<file path="config.mk">
export PLATFORM = sky130hd
export DESIGN_NAME = tickcmp_timers
export DESIGN_NICKNAME = d
export VERILOG_FILES = /design/src/rtl/tickcmp_pkg.sv /design/src/rtl/tickcmp_unit.sv /design/src/rtl/tickcmp_soft.sv /design/src/rtl/tickcmp_rdmux.sv /design/src/rtl/tickcmp_timers.sv
export SDC_FILE = /design/constraint.sdc
export NUM_CORES = 1
export LEC_CHECK = 0
export BUFFER_PORTS_ARGS = -buffer_cell sky130_fd_sc_hd__buf_4
export CAP_MARGIN = 10
export CORE_ASPECT_RATIO = 1.4
export CORE_MARGIN = 1
export CORE_UTILIZATION = 55
export DETAILED_ROUTE_END_ITERATION = 12
export PLACE_DENSITY = 0.71
export SLEW_MARGIN = 20
export SYNTH_ARGS = -nofsm -noshare
export SYNTH_HDL_FRONTEND = slang
export SYNTH_HIERARCHICAL = 1
export SYNTH_SLANG_ARGS = --single-unit
</file>
<file path="constraint.sdc">
create_clock -name clk -period 2.7 [get_ports clk]
set_input_delay 0.54 -clock clk [delete_from_list [all_inputs] [get_ports clk]]
set_output_delay 0.54 -clock clk [all_outputs]
set_load 0.02 [all_outputs]
</file>
<file path="src/rtl/tickcmp_pkg.sv">
package tickcmp_pkg;
  localparam int unsigned N_TMR  = 3;
  localparam int unsigned N_SOFT = 2;
  localparam int unsigned TMR_PROC = 0;
  localparam int unsigned TMR_SYS  = 1;
  localparam int unsigned TMR_HYP  = 2;

  // soft-interrupt bit driven by a timer, -1 for none
  function automatic int soft_bit_of(input int unsigned tmr);
    case (tmr)
      TMR_PROC: soft_bit_of = 0;
      TMR_SYS:  soft_bit_of = 1;
      default:  soft_bit_of = -1;
    endcase
  endfunction
endpackage

</file>
<file path="src/rtl/tickcmp_unit.sv">
module tickcmp_unit #(
  parameter int unsigned W = 64
) (
  input  logic           clk,
  input  logic           rst,
  input  logic           cnt_wr,
  input  logic           cmp_wr,
  input  logic [W-1:0]   wdata,
  output logic [W-2:0]   cnt_o,
  output logic [W-1:0]   cmp_o,
  output logic           hit_o
);
  localparam int unsigned CW = W - 1;
  localparam logic [CW-1:0] ONE       = CW'(1);
  localparam logic [W-1:0]  CMP_RESET = {1'b1, {CW{1'b0}}};

  logic [CW-1:0] cnt_q;
  logic [W-1:0]  cmp_q;
  logic          seen_q;
  logic          equal;

  assign equal = (cnt_q == cmp_q[CW-1:0]);
  assign hit_o = equal & ~seen_q & ~cmp_q[W-1];
  assign cnt_o = cnt_q;
  assign cmp_o = cmp_q;

  always_ff @(posedge clk) begin
    if (rst) begin
      cnt_q  <= '0;
      cmp_q  <= CMP_RESET;
      seen_q <= 1'b0;
    end else begin
      if (cnt_wr) cnt_q <= wdata[CW-1:0];
      else        cnt_q <= cnt_q + ONE;
      if (cmp_wr) cmp_q <= wdata;
      seen_q <= equal & ~cmp_wr;
    end
  end

  a_r2_count_steps: assert property (@(posedge clk) disable iff (rst)
    !cnt_wr |=> cnt_q == $past(cnt_q) + ONE);
  a_r4_count_load: assert property (@(posedge clk) disable iff (rst)
    cnt_wr |=> cnt_q == $past(wdata[CW-1:0]));
  a_r5_cmp_load: assert property (@(posedge clk) disable iff (rst)
    cmp_wr |=> cmp_q == $past(wdata));
  a_r11_one_shot: assert property (@(posedge clk) disable iff (rst)
    (hit_o && !cmp_wr) |=> !hit_o);
endmodule

</file>
<file path="src/rtl/tickcmp_soft.sv">
module tickcmp_soft #(
  parameter int unsigned N = 2
) (
  input  logic         clk,
  input  logic         rst,
  input  logic [N-1:0] set_i,
  input  logic [N-1:0] clr_i,
  output logic [N-1:0] soft_o
);
  logic [N-1:0] soft_q;

  always_ff @(posedge clk) begin
    if (rst) soft_q <= '0;
    else     soft_q <= (soft_q & ~clr_i) | set_i;
  end

  assign soft_o = soft_q;

  a_r10_set_wins: assert property (@(posedge clk) disable iff (rst)
    (set_i != '0) |=> ((soft_q & $past(set_i)) == $past(set_i)));
  a_r10_hold: assert property (@(posedge clk) disable iff (rst)
    (set_i == '0 && clr_i == '0) |=> $stable(soft_q));
endmodule

</file>
<file path="src/rtl/tickcmp_rdmux.sv">
module tickcmp_rdmux #(
  parameter int unsigned W  = 64,
  parameter int unsigned N  = 3,
  parameter int unsigned SW = 2
) (
  input  logic                 clk,
  input  logic                 rst,
  input  logic [N-1:0][W-2:0]  cnt_i,
  input  logic [N-1:0][W-1:0]  cmp_i,
  input  logic [SW-1:0]        sel_i,
  input  logic                 is_cmp_i,
  output logic [W-1:0]         rd_o
);
  logic [W-1:0] rd_next;
  logic [W-1:0] rd_q;

  always_comb begin
    rd_next = '0;
    for (int i = 0; i < N; i++) begin
      if (sel_i == SW'(i)) rd_next = is_cmp_i ? cmp_i[i] : {1'b0, cnt_i[i]};
    end
  end

  always_ff @(posedge clk) begin
    if (rst) rd_q <= '0;
    else     rd_q <= rd_next;
  end

  assign rd_o = rd_q;

  a_r2_count_msb_zero: assert property (@(posedge clk) disable iff (rst)
    !is_cmp_i |=> rd_q[W-1] == 1'b0);
endmodule

</file>
<file path="src/rtl/tickcmp_timers.sv">
module tickcmp_timers
  import tickcmp_pkg::*;
#(
  parameter int unsigned CNT_W = 64,
  localparam int unsigned SEL_W = $clog2(N_TMR)
) (
  input  logic              clk,
  input  logic              rst,
  input  logic              wr_en,
  input  logic [SEL_W-1:0]  wr_sel,
  input  logic              wr_cmp,
  input  logic [CNT_W-1:0]  wr_data,
  input  logic [SEL_W-1:0]  rd_sel,
  input  logic              rd_cmp,
  output logic [CNT_W-1:0]  rd_data,
  input  logic [N_SOFT-1:0] soft_clr,
  output logic [N_SOFT-1:0] soft_int,
  output logic              timer_irq
);
  logic [N_TMR-1:0]            hits;
  logic [N_TMR-1:0][CNT_W-2:0] cnts;
  logic [N_TMR-1:0][CNT_W-1:0] cmps;
  logic [N_SOFT-1:0]           soft_set;
  logic                        irq_q;

  for (genvar i = 0; i < N_TMR; i++) begin : g_tmr
    logic sel_me;
    assign sel_me = wr_en && (wr_sel == SEL_W'(i));

    tickcmp_unit #(.W(CNT_W)) u_unit (
      .clk    (clk),
      .rst    (rst),
      .cnt_wr (sel_me && !wr_cmp),
      .cmp_wr (sel_me && wr_cmp),
      .wdata  (wr_data),
      .cnt_o  (cnts[i]),
      .cmp_o  (cmps[i]),
      .hit_o  (hits[i])
    );

    if (soft_bit_of(i) >= 0) begin : g_soft
      assign soft_set[soft_bit_of(i)] = hits[i];
    end
  end

  tickcmp_soft #(.N(N_SOFT)) u_soft (
    .clk    (clk),
    .rst    (rst),
    .set_i  (soft_set),
    .clr_i  (soft_clr),
    .soft_o (soft_int)
  );

  tickcmp_rdmux #(.W(CNT_W), .N(N_TMR), .SW(SEL_W)) u_rd (
    .clk      (clk),
    .rst      (rst),
    .cnt_i    (cnts),
    .cmp_i    (cmps),
    .sel_i    (rd_sel),
    .is_cmp_i (rd_cmp),
    .rd_o     (rd_data)
  );

  always_ff @(posedge clk) begin
    if (rst) irq_q <= 1'b0;
    else     irq_q <= |hits;
  end

  assign timer_irq = irq_q;

  a_r6_irq_after_hit: assert property (@(posedge clk) disable iff (rst)
    (|hits) |=> timer_irq);
  a_r9_quiet_irq: assert property (@(posedge clk) disable iff (rst)
    !(|hits) |=> !timer_irq);
  a_r8_hyp_no_soft: assert property (@(posedge clk) disable iff (rst)
    (hits[TMR_HYP] && !(|hits[N_SOFT-1:0]) && soft_clr == '0) |=> $stable(soft_int));
endmodule

</file>
==> qor.csv <==
metric,value,unit
wl,101000,um
tns,0,ps
cts_buffers,46,
hold_viol_final,0,
critical_path.top_delay_family,simple AND/OR/NAND/NOR gates,
synth.avg_cell_area,8.81,sq um
grt_pass1_wl,147000,um
end_kind,flip-flop,
clkSlewWorstSetupHoldPaths,60,ps
place_congestion,1.03,
cts_tree,yes,
cts_sinks,451,
setup-violations-final,0,
p_sw_share,27.5,%
relSlewSlack,52.0,%
synthArstFlopShare,0,%
wl_per_cell,28.4,um
crit_top_cell,buf_4,
cp_data_arrival_time,3050,ps
worstSetupStartpointType,flip-flop,
post_dp_cell_area,27100,sq um
fin_area,28700,sq um
drive_gt1_share,15.7,%
cp.required,3120,ps
row_count,91,
path_depth,7,
fmax,380,MHz
cts_hold_buf,0,
yosysUniqueCellTypes,61,
cpMaxStageDelayCell,a2111oi_0,
worstMarginPinSlew,715,ps
antenna_found_initial,3,
fp.dieArea,45900,sq um
final_cells,3550,
p_per_area,556,nW/um^2
gr-usage-all-layers,43.3,%
via_per_inst,6.79,
ios,142,
min_period,2630,ps
ys_ff_latch,451,
core,44300,sq um
syn2layout_area_growth,15.7,%
dpl.hpwl,74000,um
vdd_drop_max,472,uV
vias,24096,
io_buffers,141,
cts_root_buffer,clkbuf_16,
p_sw,4380,uW
initial_core_util,56.0,%
rsz0062_at_grt,no,
synthCells,2815,
seqPwrFrac,44.7,%
comb_power_share,12.6,%
cts_setup_buffers,0,
nNetsFinal,3036,
crit_chain,buf_4 > nand4_1 > nor4_1 > buf_4 > and3_1 > a311oi_1 > a2111oi_0,
drc_errors,0,
dp_cells,3468,
first_iter_violations,2701,
cts_max_level,2,
die_y,253,um
syn_nets,2893,
synthesis.area,24800,sq um
maxCapViolCount,0,
first_pass_iters,6,
reg2reg_depth,7,
post-place-ws,211,ps
p_int,11600,uW
worstPathMaxFanout,7,
yosysSeqAreaShare,36.4,%
hp-class,in2reg,
setup_ws,69.2,ps
yosysWarnings,6,
grt-ovfl-total,0,
cts-resized-gates,0,
clock_path_buffers,3,
die_width,181,um
ant_nets,0,
status,"finished, final reports clean",
grt_pass1_vias,22934,
synth_ff_type,dfxtp_1,
final_cell_mix,"dfxtp_1 (451), nor2_1 (347), buf_4 (300)",
p_leak,0.0102,uW
critPathBufInv,2,
drv_slew,0,
crit_type,reg2reg,
max_stage_delay,450,ps
clock_latency,570,ps
clockPowerShare,42.6,%
fin_worst_skew,17.0,ps
min_path_cells,3,
fin_crit_sh,97.4,%
final_common_cell,dfxtp_1,
synth_edf_count,0,
hold_ws,238,ps
grt_max_degree,102,
routing by layer:
layer / global-route usage [%] / wire length (um) / up-vias
met2: 71.4 / 46400 / 1559
met1: 47.8 / 35100 / 11475
met4: 40.6 / 11500 / 2
met3: 6.66 / 7710 / 477
met5: 0 / 9 / -
li1: - / - / 10583
cells by family (layout without fill, tap and decap cells):
| logic type | Yosys count | in the layout | synth area share (%) |
|---|---|---|---|
| compound gates | 457 | 457 | 12.6 |
| xor+xnor | 264 | 264 | 9.33 |
| fa+ha+maj | 3 | 3 | 0.151 |
| buf+inv | 280 | 455 | 4.95 |
| flops | 451 | 451 | 36.4 |
| mux | 315 | 315 | 14.6 |
| other cells | 0 | 2 | 0 |
| simple gates | 1045 | 1045 | 21.9 |
tightest hold or removal path, delay by kind of cell:
kind | cells | cell delay, ps
buffers and inverters | 1 | 70
AND/OR/NAND/NOR | 1 | 90
AO/OA/AOI/OAI | 1 | 60
layout make-up:
type | instances | area (sq um)
fill | 3785 | 15600
multi-input combinational | 2084 | 14600
sequential | 451 | 9030
timing repair buffer | 317 | 2580
clock buffer | 57 | 1280
tap | 558 | 698
clock inverter | 23 | 292
inverter | 58 | 218
antenna | 2 | 5.00
synth_stat cells (all sizes together) (4+ instances only):
cell,n,area share (%)
buf,75,1.8
mux2i,277,11
xor2,42,1.5
o211ai,9,0.27
nor4,69,1.8
o31ai,12,0.36
nor3b,19,0.60
or4b,6,0.29
nor2,350,5.3
a211oi,54,1.6
clkbuf,147,2.3
a21oi,95,1.9
and2,7,0.18
or2,10,0.25
nor3,49,1.0
nor4b,24,0.85
o31a,9,0.32
inv,58,0.88
a221oi,4,0.14
a32oi,9,0.32
a2111oi,27,0.95
or3,24,0.61
nand4,126,3.3
xnor2,222,7.8
a21boi,6,0.18
a22oi,10,0.30
nand3,81,1.6
nor2b,11,0.28
nand2,147,2.2
and4,30,1.1
a311oi,45,1.6
o21ai,104,2.1
dfxtp,451,36
a22o,24,0.85
or4,15,0.45
a211o,28,0.99
o21a,9,0.27
nand2b,8,0.23
and3,62,1.6
mux4,38,3.5
sequential cells by signal, summed over array words and instances, names as in the netlist:
name,flops
g_tmr.u_unit/cmp_o,192
g_tmr.u_unit/cnt_o,189
g_tmr.u_unit/seen_q,3
timer_irq,1
u_rd/rd_o,64
u_soft/soft_o,2
power by group through the flow:
stage	Clock [uW]	Sequential (uW)	Combinational, uW
6_report	6800	7140	2020
5_1_grt	7110	7150	2070
4_1_cts	6830	7130	1940
3_5_place_dp	0	7270	1920
3_3_place_gp	0	7260	1900
2_1_floorplan	0	7230	1020
final timing paths:
| check | from | end | slack, ps |
|---|---|---|---|
| setup reg to reg | g_tmr[0].u_unit/cnt_o[4] | g_tmr[0].u_unit/cnt_o[49] | 70 |
| hold reg to reg | u_soft/soft_o[0] | u_soft/soft_o[0] | 480 |
| setup / recovery | g_tmr[0].u_unit/cnt_o[4] | g_tmr[0].u_unit/cnt_o[49] | 70 |
| hold / removal | soft_clr[0] | u_soft/soft_o[0] | 240 |
through the flow:
stage,total power [uW],utilization [%]
finish,16000,64.8
global route,16300,64.8
CTS,15900,64.8
detailed placement,9200,61.2
global placement,9160,61.2
floorplan,8260,-
Note: power is estimated with default switching activity, not from simulation.
